<file path="config.mk">
export PLATFORM = sky130hd
export DESIGN_NAME = audlink_frame_tx
export DESIGN_NICKNAME = d
export VERILOG_FILES = /design/src/rtl/audlink_pkg.sv /design/src/rtl/audlink_slot_locate.sv /design/src/rtl/audlink_bit_pick.sv /design/src/rtl/audlink_frame_tx.sv
export SDC_FILE = /design/constraint.sdc
export NUM_CORES = 1
export LEC_CHECK = 0
export BUFFER_PORTS_ARGS = -buffer_cell sky130_fd_sc_hd__buf_4
export CELL_PAD_IN_SITES_DETAIL_PLACEMENT = 0
export CELL_PAD_IN_SITES_GLOBAL_PLACEMENT = 2
export CORE_MARGIN = 2
export CORE_UTILIZATION = 32
export CTS_BUF_LIST = sky130_fd_sc_hd__clkbuf_8
export CTS_CLUSTER_SIZE = 25
export DETAILED_ROUTE_END_ITERATION = 16
export GPL_TIMING_DRIVEN = 1
export PLACE_DENSITY = 0.83
export SKIP_CTS_REPAIR_TIMING = 1
export SYNTH_ARGS = -nofsm -noshare
export SYNTH_HDL_FRONTEND = slang
export SYNTH_SLANG_ARGS = --single-unit
</file>
<file path="constraint.sdc">
create_clock -name clk_i -period 8.24 [get_ports clk_i]
set_clock_uncertainty 0.15 [all_clocks]
set_input_delay 0.412 -clock clk_i [delete_from_list [all_inputs] [get_ports clk_i]]
set_output_delay 0.412 -clock clk_i [all_outputs]
set_load 0.01 [all_outputs]
</file>
<file path="src/rtl/audlink_pkg.sv">
package audlink_pkg;

    localparam int DEF_NSLOT  = 12;
    localparam int DEF_SLOT_W = 20;
    localparam int DEF_TAG_W  = 16;

    // Length field decode: 0 or anything above the slot width means full width.
    function automatic int sample_len(input int w, input int full);
        return (w == 0 || w > full) ? full : w;
    endfunction

endpackage

</file>
<file path="src/rtl/audlink_slot_locate.sv">
module audlink_slot_locate #(
    parameter int NSLOT  = 12,
    parameter int SLOT_W = 20,
    parameter int TAG_W  = 16,
    parameter int CNT_W  = 8,
    parameter int TPW    = $clog2(TAG_W),
    parameter int SIW    = $clog2(NSLOT),
    parameter int BPW    = $clog2(SLOT_W)
) (
    input  logic [CNT_W-1:0] idx_i,
    output logic             in_tag_o,
    output logic [TPW-1:0]   tag_pos_o,
    output logic [SIW-1:0]   slot_o,
    output logic [BPW-1:0]   bit_pos_o
);

    logic [CNT_W-1:0] rel;
    logic [CNT_W-1:0] base;

    assign in_tag_o  = (idx_i < CNT_W'(TAG_W));
    assign tag_pos_o = idx_i[TPW-1:0];
    assign rel       = idx_i - CNT_W'(TAG_W);

    always_comb begin
        slot_o = '0;
        base   = '0;
        for (int i = 0; i < NSLOT; i++) begin
            if (rel >= CNT_W'(i * SLOT_W)) begin
                slot_o = SIW'(i);
                base   = CNT_W'(i * SLOT_W);
            end
        end
        bit_pos_o = BPW'(rel - base);
    end

endmodule

</file>
<file path="src/rtl/audlink_bit_pick.sv">
module audlink_bit_pick
    import audlink_pkg::*;
#(
    parameter int NSLOT  = 12,
    parameter int SLOT_W = 20,
    parameter int TAG_W  = 16,
    parameter int WID_W  = $clog2(SLOT_W + 1),
    parameter int TPW    = $clog2(TAG_W),
    parameter int SIW    = $clog2(NSLOT),
    parameter int BPW    = $clog2(SLOT_W)
) (
    input  logic                         in_tag_i,
    input  logic [TPW-1:0]               tag_pos_i,
    input  logic [SIW-1:0]               slot_i,
    input  logic [BPW-1:0]               bit_pos_i,
    input  logic                         fv_i,
    input  logic [NSLOT-1:0]             tags_i,
    input  logic [NSLOT-1:0][SLOT_W-1:0] data_i,
    input  logic [NSLOT-1:0][WID_W-1:0]  wid_i,
    output logic                         bit_o
);

    int eff_len;

    always_comb begin
        bit_o   = 1'b0;
        eff_len = SLOT_W;
        if (in_tag_i) begin
            if (tag_pos_i == '0) begin
                bit_o = fv_i;
            end else if (int'(tag_pos_i) <= NSLOT) begin
                bit_o = tags_i[tag_pos_i - 1'b1];
            end
        end else if (int'(slot_i) < NSLOT) begin
            eff_len = sample_len(int'(wid_i[slot_i]), SLOT_W);
            if (tags_i[slot_i] && (int'(bit_pos_i) < eff_len)) begin
                bit_o = data_i[slot_i][BPW'(SLOT_W - 1) - bit_pos_i];
            end
        end
    end

endmodule

</file>
<file path="src/rtl/audlink_frame_tx.sv">
module audlink_frame_tx
    import audlink_pkg::*;
#(
    parameter int NSLOT      = DEF_NSLOT,
    parameter int SLOT_W     = DEF_SLOT_W,
    parameter int TAG_W      = DEF_TAG_W,
    parameter int LEFT_SLOT  = 2,
    parameter int RIGHT_SLOT = 3
) (
    input  logic                                  clk_i,
    input  logic                                  rst_i,
    input  logic [NSLOT-1:0]                      slot_tag_i,
    input  logic [NSLOT*SLOT_W-1:0]               slot_data_i,
    input  logic [NSLOT*$clog2(SLOT_W+1)-1:0]     slot_width_i,
    input  logic                                  mono_i,
    output logic                                  sync_o,
    output logic                                  sdata_o,
    output logic                                  frame_start_o
);

    localparam int WID_W     = $clog2(SLOT_W + 1);
    localparam int FRAME_LEN = TAG_W + NSLOT * SLOT_W;
    localparam int CNT_W     = $clog2(FRAME_LEN);
    localparam int TPW       = $clog2(TAG_W);
    localparam int SIW       = $clog2(NSLOT);
    localparam int BPW       = $clog2(SLOT_W);

    typedef struct packed {
        logic [CNT_W-1:0]             ph;
        logic                         sync;
        logic                         sdata;
        logic                         fstart;
        logic                         fv;
        logic [NSLOT-1:0]             tag;
        logic [NSLOT-1:0][SLOT_W-1:0] data;
        logic [NSLOT-1:0][WID_W-1:0]  wid;
    } tx_state_t;

    tx_state_t st_d, st_q;

    logic [NSLOT-1:0][SLOT_W-1:0] in_data;
    logic [NSLOT-1:0][WID_W-1:0]  in_wid;
    logic [NSLOT-1:0]             eff_tag;
    logic [NSLOT-1:0][SLOT_W-1:0] eff_data;
    logic [NSLOT-1:0][WID_W-1:0]  eff_wid;

    assign in_data = slot_data_i;
    assign in_wid  = slot_width_i;

    // Mono duplication is applied on the way into the shadow copy.
    for (genvar s = 0; s < NSLOT; s++) begin : g_eff
        if (s == RIGHT_SLOT) begin : g_right
            assign eff_tag[s]  = mono_i ? slot_tag_i[LEFT_SLOT] : slot_tag_i[s];
            assign eff_data[s] = mono_i ? in_data[LEFT_SLOT]    : in_data[s];
            assign eff_wid[s]  = mono_i ? in_wid[LEFT_SLOT]     : in_wid[s];
        end else begin : g_pass
            assign eff_tag[s]  = slot_tag_i[s];
            assign eff_data[s] = in_data[s];
            assign eff_wid[s]  = in_wid[s];
        end
    end

    // Position of the bit driven on the coming edge: phase 0 still sends
    // the last bit of the previous frame.
    logic [CNT_W-1:0] bit_idx;
    logic             loc_in_tag;
    logic [TPW-1:0]   loc_tag_pos;
    logic [SIW-1:0]   loc_slot;
    logic [BPW-1:0]   loc_bit_pos;
    logic             next_bit;

    assign bit_idx = (st_q.ph == '0) ? CNT_W'(FRAME_LEN - 1) : st_q.ph - 1'b1;

    audlink_slot_locate #(
        .NSLOT (NSLOT),
        .SLOT_W(SLOT_W),
        .TAG_W (TAG_W),
        .CNT_W (CNT_W)
    ) u_locate (
        .idx_i    (bit_idx),
        .in_tag_o (loc_in_tag),
        .tag_pos_o(loc_tag_pos),
        .slot_o   (loc_slot),
        .bit_pos_o(loc_bit_pos)
    );

    audlink_bit_pick #(
        .NSLOT (NSLOT),
        .SLOT_W(SLOT_W),
        .TAG_W (TAG_W)
    ) u_pick (
        .in_tag_i (loc_in_tag),
        .tag_pos_i(loc_tag_pos),
        .slot_i   (loc_slot),
        .bit_pos_i(loc_bit_pos),
        .fv_i     (st_q.fv),
        .tags_i   (st_q.tag),
        .data_i   (st_q.data),
        .wid_i    (st_q.wid),
        .bit_o    (next_bit)
    );

    always_comb begin
        st_d        = st_q;
        st_d.ph     = (st_q.ph == CNT_W'(FRAME_LEN - 1)) ? '0 : st_q.ph + 1'b1;
        st_d.sync   = (st_q.ph < CNT_W'(TAG_W));
        st_d.sdata  = next_bit;
        st_d.fstart = (st_q.ph == '0);
        if (st_q.ph == '0) begin
            st_d.tag  = eff_tag;
            st_d.data = eff_data;
            st_d.wid  = eff_wid;
            st_d.fv   = |eff_tag;
        end
    end

    always_ff @(posedge clk_i) begin
        if (rst_i) begin
            st_q <= '0;
        end else begin
            st_q <= st_d;
        end
    end

    assign sync_o        = st_q.sync;
    assign sdata_o       = st_q.sdata;
    assign frame_start_o = st_q.fstart;

endmodule

</file>
==> results_dict.tcl, run 1 <==
set metrics [dict create \
    status "finished, violations left" \
    violations "hold timing" \
    worst-path-buf-inv 3 \
    synthAdderAreaFrac 0.0142 \
    finalPower_mw 5.05 \
    synth-edff-count 0 \
    dr.pass1.iters 5 \
    ioPinCount 318 \
    drive_gt1_frac 0.175 \
    dpl.hpwl_um 46600 \
    synth_compound_area_frac 0.201 \
    synth_area_leaders "dfxtp_1 42%, nand2_1 17%, a21oi_1 10%" \
    synthToLayoutAreaGrowth_pct 44.3 \
    synth_xor_area_frac 0.00845 \
    drcViolationCount 0 \
    cts-root-buf "clkbuf_8" \
    start_util 0.325 \
    slew_viol_final 0 \
    core_area_mm2 0.0478 \
    cts_sinks 324 \
    crit_arrival_ps 7710 \
    grt_setup_unrepaired "no" \
    synth_top_flop_cell "dfxtp_1" \
    crit_path_cell_trace "inv_1 > ha_1 > nor3b_4 > xnor2_1 > inv_1 > ha_1 > xor2_1 > nand3_1 > o2111a_4 > nor3_4 > a21oi_4 > inv_4 > mux2_2 > a22o_1 > a2111oi_2 > nand3_1 > and2_1 > ha_1 > a21oi_1 > o311a_1 > nand3b_1 > o31a_1 > a311oi_1" \
    finalCriticalPeriod_ps 7330 \
    timing.setup.tns_ps 0 \
    synth_cells 2048 \
    power_density_mw_per_mm2 225 \
    cp-end-kind "flip-flop" \
    slew_headroom 0.174 \
    hold_violations 1 \
    fp.dieW_um 224 \
    ir_worst_vdd_v 0.0000985 \
    synth_largest_area_cell "dfxtp_1" \
    rows 80 \
    layout_common_cells "702 x nand2_1, 338 x buf_4, 324 x dfxtp_1" \
    ys_warn_count 0 \
    wire_per_inst_um 20.6 \
    drt_iter0_markers 1180 \
    crit_type "reg -> reg" \
    synth-simple-area-share 0.231 \
    slowest_delay_ps 640 \
    final_common_cell "nand2_1" \
    clk_pin_slew_worst_paths_ps 60 \
    fmax_ghz 0.136 \
    nFillCells 4849 \
    wl_um 66900 \
    numCtsBuffers 57 \
    fin_crit_sh 0.890 \
    ant_nets 0 \
    portBuffers 317 \
    htreeDepth 2 \
    cap_violations 0 \
    vias 16600 \
    cp-start-kind "flip-flop" \
    post-place-ws_ps 942 \
    grt_remaining_overflow 0 \
    place.gp.congestion 0.880 \
    finalSetupViolCount 0 \
    syn_nets 2380 \
    antenna_cells 0 \
    cts_max_path_buffers 3 \
    grt_antenna_before_repair 1 \
    avgSynthCellArea_um2 7.59 \
    async_flop_share 0 \
    slowest_stage "a2111oi_2" \
    die_h_um 224 \
    dieArea_mm2 0.0503 \
    synth_cell_types 79 \
    grt_pass1_vias 15500 \
    grt_max_degree 185 \
    synth_top_area_frac 0.417 \
    tritoncts "yes" \
    path_delay_family "compound AO/OA/AOI/OAI gates" \
    holdCritPathClass "in -> reg" \
    critPathMaxFanout 37 \
    postLayoutSetupSlackWorst_ps 910 \
    mappedNetlistArea_mm2 0.0155 \
    synth_sequential_area_ratio 0.417 \
    final_nets 2923 \
    grt_pass1_wl_um 94200 \
    hold_ws_ps -1.39 \
    muxShareOfSynthArea 0.0759 \
    clock_latency_ps 670 \
    crit_required_ps 8620 \
    synth-seq-cells 324 \
    path_common_cell "ha_1" \
    post_drt_via_cell_ratio 5.13 \
    synth_top_family_by_area "simple AND/OR/NAND/NOR gates" \
    tightest_slew_ps 1230 \
    grt.total_usage 0.248 \
    p_leak_nw 9.24 \
]
[sequential cells by signal, summed over array words and instances, names as in the netlist]
| signal | cells |
|---|---|
| frame_start_o | 1 |
| sdata_o | 1 |
| st_q | 321 |
| sync_o | 1 |
[worst paths after layout]
path	from	to	slack, ps	cells after the start
setup / recovery	st_q[316]	sdata_o	910	23
hold / removal	slot_data_i[75]	st_q[135]	-1	3
setup reg to reg	st_q[316]	sdata_o	910	23
hold reg to reg	st_q[268]	st_q[268]	300	2
[cells in the mapped netlist (5+ instances only)]
library cell,number
nand2_1,703
dfxtp_1,324
a21oi_1,309
clkbuf_1,131
mux2i_1,101
nor2_1,67
nand3_1,51
a211oi_1,47
inv_1,28
nor3_1,17
a31oi_1,16
ha_1,16
buf_2,15
o21ai_0,15
nand4_1,13
a22oi_1,12
a32oi_1,12
o221ai_1,9
xnor2_1,9
nor4_1,8
mux2_2,7
a221oi_1,6
and2_1,6
o31ai_1,6
or3_1,6
xor2_1,6
a311oi_1,5
buf_4,5
buf_6,5
o2111ai_1,5
o22ai_1,5
o31a_1,5
[stage by stage]
stage | cells | area, um2 | util
floorplan | 2048 | 15500 | -
global placement | 2845 | 18300 | 0.382
detailed placement | 2845 | 18300 | 0.382
CTS | 2943 | 19400 | 0.405
global route | 3245 | 22400 | 0.469
finish | 3245 | 22400 | 0.469
[power breakdown]
group	switching, mW	total, mW	leakage (nW)	internal [mW]
Combinational	1.11	1.76	5.92	0.657
Sequential	0.0932	1.81	2.67	1.72
Clock	0.690	1.48	0.651	0.786
[cell families after synthesis]
| kind of cell | Yosys count |
|---|---|
| AND/OR/NAND/NOR | 887 |
| AO/OA/AOI/OAI | 503 |
| flip-flops | 324 |
| buffers and inverters | 190 |
| multiplexers | 112 |
| adder cells (fa/ha/maj) | 17 |
| XOR/XNOR | 15 |
[cell type report]
type                    instances  area, um2  area share
clock inverters                29        170     0.00759
flip-flops and latches        324       6490       0.289
repair buffers                643       5620       0.250
clock buffers                  69        950      0.0424
inverters                      31        126     0.00564
well taps                     615        769      0.0343
multi-input cells            1534       8300       0.370
[per-layer routing]
layer	global-route usage	routed length (um)
met1	0.303	27100
met2	0.444	34800
met3	0.0364	2840
met4	0.0846	2170
met5	0	0
[tightest hold or removal path, cell delays in order]
cell and delay [ps]:
buf_4 110, mux2i_1 140, a211oi_1 100
Power figures use the tool's default switching activity.
==> inputs of run 2 (changes only) <==
--- a/config.mk
+++ b/config.mk
@@ -16,4 +16,5 @@
 export GPL_TIMING_DRIVEN = 1
 export PLACE_DENSITY = 0.83
+export RECOVER_POWER = 100
 export SKIP_CTS_REPAIR_TIMING = 1
 export SYNTH_ARGS = -nofsm -noshare
==> constraint.sdc (replaced) <==
create_clock -name clk_i -period 8.25 [get_ports clk_i]
set_clock_uncertainty 0.15 [all_clocks]
set_input_delay 0.825 -clock clk_i [delete_from_list [all_inputs] [get_ports clk_i]]
set_output_delay 0.825 -clock clk_i [all_outputs]
set_load 0.01 [all_outputs]
==> run 2 against run 1 <==
  * The run ends with capacitance limit, slew limit left
  * Fmax shrank 4.6%
  * Flip-flop and latch count did not move
  * Count of clock-buffer cells in the layout increased by 2
  * Wire length decreased by 4.4%
  * Worst hold slack improved by 260 ps
  * Clock power grew 13%
  * Critical path depth is 1 higher
  * Sequential share of layout area increased by 4.3 points
  * Combinational power fell by 7%
  * Critical path type unchanged
  * Highest routed layer unchanged
==> results_dict.tcl, run 2 (synthesis gave the netlist of run 1 again) <==
set metrics [dict create \
    grt.total_usage 0.249 \
    fp.dieW_um 224 \
    antenna_cells 0 \
    multiInputGateArea_mm2 0.00830 \
    ioPinCount 318 \
    crit_path_cell_trace "inv_1 > ha_1 > nor3b_4 > nand2_4 > and2_1 > ha_1 > nand2b_1 > a2111oi_0 > nor4_4 > a211oi_4 > buf_4 > a21oi_4 > inv_4 > mux2_2 > a22o_1 > a2111oi_2 > nand3_1 > and2_1 > ha_1 > a21oi_1 > o311a_1 > nand3b_1 > o31a_1 > a311oi_1" \
    finalCriticalPeriod_ps 7680 \
    dieArea_mm2 0.0503 \
    ant_nets 0 \
    core_area_mm2 0.0478 \
    start_util 0.325 \
    timing.setup.tns_ps 0 \
    layout_common_cells "702 x nand2_1, 332 x buf_4, 324 x dfxtp_1" \
    grt_antenna_before_repair 0 \
    cp-end-kind "flip-flop" \
    wire_per_inst_um 21.7 \
    grtUsageMet3 0.0323 \
    portBuffers 317 \
    p_seq_frac 0.355 \
    power_density_mw_per_mm2 262 \
    p_leak_nw 8.01 \
    met2_usage 0.443 \
    cts_sinks 324 \
    cap_violations 5 \
    p_int_mw 3.25 \
    tightest_slew_ps 3840 \
    slew_viol_final 457 \
    synthToLayoutAreaGrowth_pct 25.4 \
    final_nets 2621 \
    fmax_ghz 0.130 \
    post_drt_via_cell_ratio 5.29 \
    crit_required_ps 8660 \
    status "finished, violations left" \
    ir_worst_vdd_v 0.000160 \
    vias 15600 \
    finalSetupViolCount 0 \
    cp-start-kind "flip-flop" \
    grt_remaining_overflow 0 \
    wl_um 64000 \
    regMostFlops "st_q" \
    worst-path-buf-inv 3 \
    postLayoutSetupSlackWorst_ps 569 \
    slew_headroom -1.56 \
    p_comb_frac 0.318 \
    grt_max_degree 176 \
    place.gp.congestion 0.853 \
    fin_util 0.407 \
    critPathMaxFanout 43 \
    crit_type "reg -> reg" \
    regArea_mm2 0.00649 \
    path_common_cell "ha_1" \
    cts-root-buf "clkbuf_8" \
    numCtsBuffers 57 \
    clock_latency_ps 660 \
    drcViolationCount 0 \
    die_h_um 224 \
    p_clk_frac 0.327 \
    htreeDepth 2 \
    hold_violations 0 \
    slowest_stage "a2111oi_2" \
    dpl.hpwl_um 47000 \
    grt_pass1_wl_um 95200 \
    grt.met1_usage 0.309 \
    path_delay_family "compound AO/OA/AOI/OAI gates" \
    drt_iter0_markers 1209 \
    grt_setup_unrepaired "no" \
    nFillCells 5084 \
    finalPower_mw 5.12 \
    fin_crit_sh 0.931 \
    grt_pass1_vias 15600 \
    dr.pass1.iters 6 \
    rows 80 \
    drive_gt1_frac 0.199 \
    post-place-ws_ps 619 \
    clk_pin_slew_worst_paths_ps 70 \
    power.switching_mw 1.86 \
    slowest_delay_ps 690 \
    tritoncts "yes" \
    holdCritPathClass "in -> reg" \
    final_common_cell "nand2_1" \
    largest_reg_flops 321 \
    sw_frac_of_total 0.364 \
    violations "capacitance limit, slew limit" \
    crit_arrival_ps 8090 \
    cts_max_path_buffers 3 \
    busiest_layer "met2" \
]
## run 2: final timing paths
path	end	slack (ps)	depth (start not counted)	from
worst min register to register	st_q[230]	300	2	st_q[230]
worst min-delay path	st_q[243]	250	3	slot_data_i[183]
worst max-delay path	sdata_o	570	24	st_q[316]
worst max register to register	sdata_o	570	24	st_q[316]
## run 2: stage by stage
stage | std cells | area (um2) | hold WS (ps)
after floorplan | 2048 | 15500 | 281
after global placement | 2845 | 18300 | 293
after detailed placement | 2845 | 18300 | 297
after CTS | 2944 | 19500 | 205
after global routing | 2944 | 19500 | 232
final | 2944 | 19500 | 254
## run 2: worst reg2reg max path, stage by stage, from the launching register on
cell,delay (ps)
dfxtp_1,460
inv_1,150
ha_1,270
nor3b_4,490
nand2_4,320
and2_1,320
ha_1,450
nand2b_1,210
a2111oi_0,610
nor4_4,150
a211oi_4,180
buf_4,290
a21oi_4,70
inv_4,490
mux2_2,440
a22o_1,240
a2111oi_2,690
nand3_1,120
and2_1,200
ha_1,300
a21oi_1,170
o311a_1,210
nand3b_1,90
o31a_1,260
a311oi_1,250
## run 2: power groups by stage
stage	combinational [mW]	clock, mW	sequential (mW)
after floorplan	1.05	0	1.80
after global placement	1.60	0	1.85
after detailed placement	1.61	0	1.85
after CTS	1.62	1.71	1.82
after global routing	1.77	1.78	1.83
final	1.63	1.67	1.82
## run 2: per-layer routing
| layer | vias up | part of all wire |
|---|---|---|
| met2 | 441 | 0.50 |
| met3 | 99 | 0.046 |
| met4 | 0 | 0.031 |
| met1 | 7503 | 0.42 |
| li1 | 7519 | - |
| met5 | - | 0 |
## run 2: cell type report
cell class	count	share of cell area
Multi-Input combinational cell	1534	0.426
Clock inverter	28	0.0153
Sequential cell	324	0.333
Tap cell	615	0.0395
Clock buffer	71	0.0501
Inverter	31	0.00648
Timing Repair Buffer	341	0.130
==> inputs of run 3 (changes only) <==
CORE_MARGIN = default   (was 2)
==> run 3 against run 2 <==
  * The flow still finishes with violations (capacitance limit, slew limit)
  * Fmax grew 7.4%
  * Largest power group unchanged
  * Global-route usage grew 0.80 points
  * Wire length grew 0.96%
  * Worst hold slack is essentially flat
  * Total power shrank 0.20%
  * Largest cell class unchanged
  * Final cell count grew 0.17%
  * Setup slack gained 530 ps
==> results_dict.tcl, run 3 (synthesis gave the netlist of run 1 again) <==
set metrics [dict create \
    fp.dieW_um 222 \
    grt_remaining_overflow 0 \
    worst-path-buf-inv 2 \
    ir_worst_vdd_v 0.000122 \
    critPathMaxFanout 15 \
    synthToLayoutAreaGrowth_pct 25.5 \
    numCtsBuffers 57 \
    placed_area_mm2 0.0183 \
    wire_per_inst_um 21.9 \
    p_leak_nw 8.03 \
    largest_reg_flops 321 \
    final_common_cell "nand2_1" \
    final_cells 2949 \
    power_density_mw_per_mm2 262 \
    tightest_slew_ps 4080 \
    drt_iter0_markers 1201 \
    cts_sinks 324 \
    holdCritPathClass "in -> reg" \
    crit_path_cell_trace "inv_1 > ha_1 > nor3b_4 > xnor2_1 > inv_1 > ha_1 > xnor2_1 > o21ai_4 > o2111a_4 > nor3_4 > and2_1 > mux2i_1 > o221ai_1 > a222oi_1 > nor3_1 > or3_1 > ha_1 > o21a_1 > o211ai_1 > a21oi_1 > o31a_1 > a311oi_1" \
    clk_pin_slew_worst_paths_ps 60 \
    grt.total_usage 0.257 \
    cp.depth 22 \
    fin_crit_sh 0.867 \
    htreeDepth 2 \
    cts-root-buf "clkbuf_8" \
    fmax_ghz 0.140 \
    highest_layer "met4" \
    path_common_cell "ha_1" \
    wl_met3_um 2880 \
    regMostFlops "st_q" \
    dpl.hpwl_um 47300 \
    regArea_mm2 0.00649 \
    m1WireLength_um 27200 \
    start_util 0.325 \
    tritoncts "yes" \
    cp-end-kind "flip-flop" \
    ioPinCount 318 \
    dr.pass1.iters 5 \
    nFillCells 5025 \
    wl_um 64600 \
    grt_max_degree 194 \
    drcViolationCount 0 \
    multiInputGateArea_mm2 0.00830 \
    dp_cells 2844 \
    crit_required_ps 8640 \
    place.gp.congestion 0.882 \
    layout_common_cells "702 x nand2_1, 330 x buf_4, 324 x dfxtp_1" \
    finalCriticalPeriod_ps 7150 \
    slowest_delay_ps 750 \
    hold_path_depth 3 \
    hold_ws_ps 254 \
    crit_arrival_ps 7550 \
    grt_pass1_vias 15700 \
    timing.setup.tns_ps 0 \
    path_delay_family "compound AO/OA/AOI/OAI gates" \
    slew_viol_final 542 \
    grt_setup_unrepaired "no" \
    rows 80 \
    final_nets 2620 \
    status "finished, violations left" \
    finalSetupViolCount 0 \
    cts_max_path_buffers 3 \
    reg2regPathDepth 22 \
    slowest_stage "a222oi_1" \
    drive_gt1_frac 0.196 \
    post_drt_via_cell_ratio 5.29 \
    grt_pass1_wl_um 96900 \
    dr_wl_met2_um 32600 \
    crit_type "reg -> reg" \
    cp-start-kind "flip-flop" \
    portBuffers 317 \
    cap_violations 6 \
    die_h_um 222 \
    hold_violations 0 \
    core_area_mm2 0.0478 \
    finalPower_mw 5.11 \
    ant_nets 0 \
    slew_headroom -1.72 \
    stdcell_area_mm2 0.0195 \
    vias 15600 \
    violations "capacitance limit, slew limit" \
    dieArea_mm2 0.0495 \
    grt_antenna_before_repair 1 \
    clock_latency_ps 670 \
    rrSetupSlack_ps 1100 \
]
[run 3: cell types whose count changed in the layout (fill, tap and decap cells not counted), moves of 2 or more]
| cell | before | now |
|---|---|---|
| clkinv_2 | 8 | 4 |
| inv_1 | 40 | 48 |
| buf_4 | 332 | 330 |
| clkbuf_8 | 71 | 73 |
| clkbuf_1 | 4 | 6 |
| clkbuf_2 | 4 | 2 |
[run 3: path summary, 6_finish.rpt]
kind,startpoint,endpoint
min,slot_data_i[191],st_q[251]
min reg2reg,st_q[93],st_q[93]
max,st_q[316],sdata_o
max reg2reg,st_q[316],sdata_o
[run 3: per-stage QoR]
step | worst slack [ps] | utilization
after global placement | 1360 | 0.382
final | 1100 | 0.408
after global routing | 523 | 0.408
after CTS | 1130 | 0.409
after detailed placement | 1160 | 0.382
after floorplan | 1880 | -
[run 3: routing by layer]
metal  vias to the layer above  GRT usage
li1                       7523          -
met1                      7553      0.317
met2                       421      0.458
met3                        97     0.0346
met4                         0     0.0874
met5                         -          0
[run 3: worst register-to-register path: stages, from the launching register on]
cell      delay [ps]
dfxtp_1          610
inv_1            130
ha_1             290
nor3b_4          220
xnor2_1          450
inv_1            170
ha_1             270
xnor2_1          410
o21ai_4          180
o2111a_4         230
nor3_4           640
and2_1           520
mux2i_1          270
o221ai_1         170
a222oi_1         750
nor3_1           150
or3_1            410
ha_1             270
o21a_1           160
o211ai_1         150
a21oi_1           90
o31a_1           120
a311oi_1         250
[run 3: layout make-up]
cell class                      instances  area share
Antenna cell                            1    0.000128
Timing Repair Buffer                  340       0.130
Clock inverter                         31      0.0142
Sequential cell                       324       0.332
Clock buffer                           73      0.0515
Multi-Input combinational cell       1534       0.425
Tap cell                              615      0.0394
Inverter                               31     0.00648
[run 3: power by group]
| part | internal (mW) | total, mW | switching (mW) | leakage [nW] |
|---|---|---|---|---|
| clock network | 0.952 | 1.65 | 0.702 | 0.732 |
| logic | 0.576 | 1.63 | 1.06 | 4.62 |
| registers | 1.72 | 1.82 | 0.102 | 2.67 |
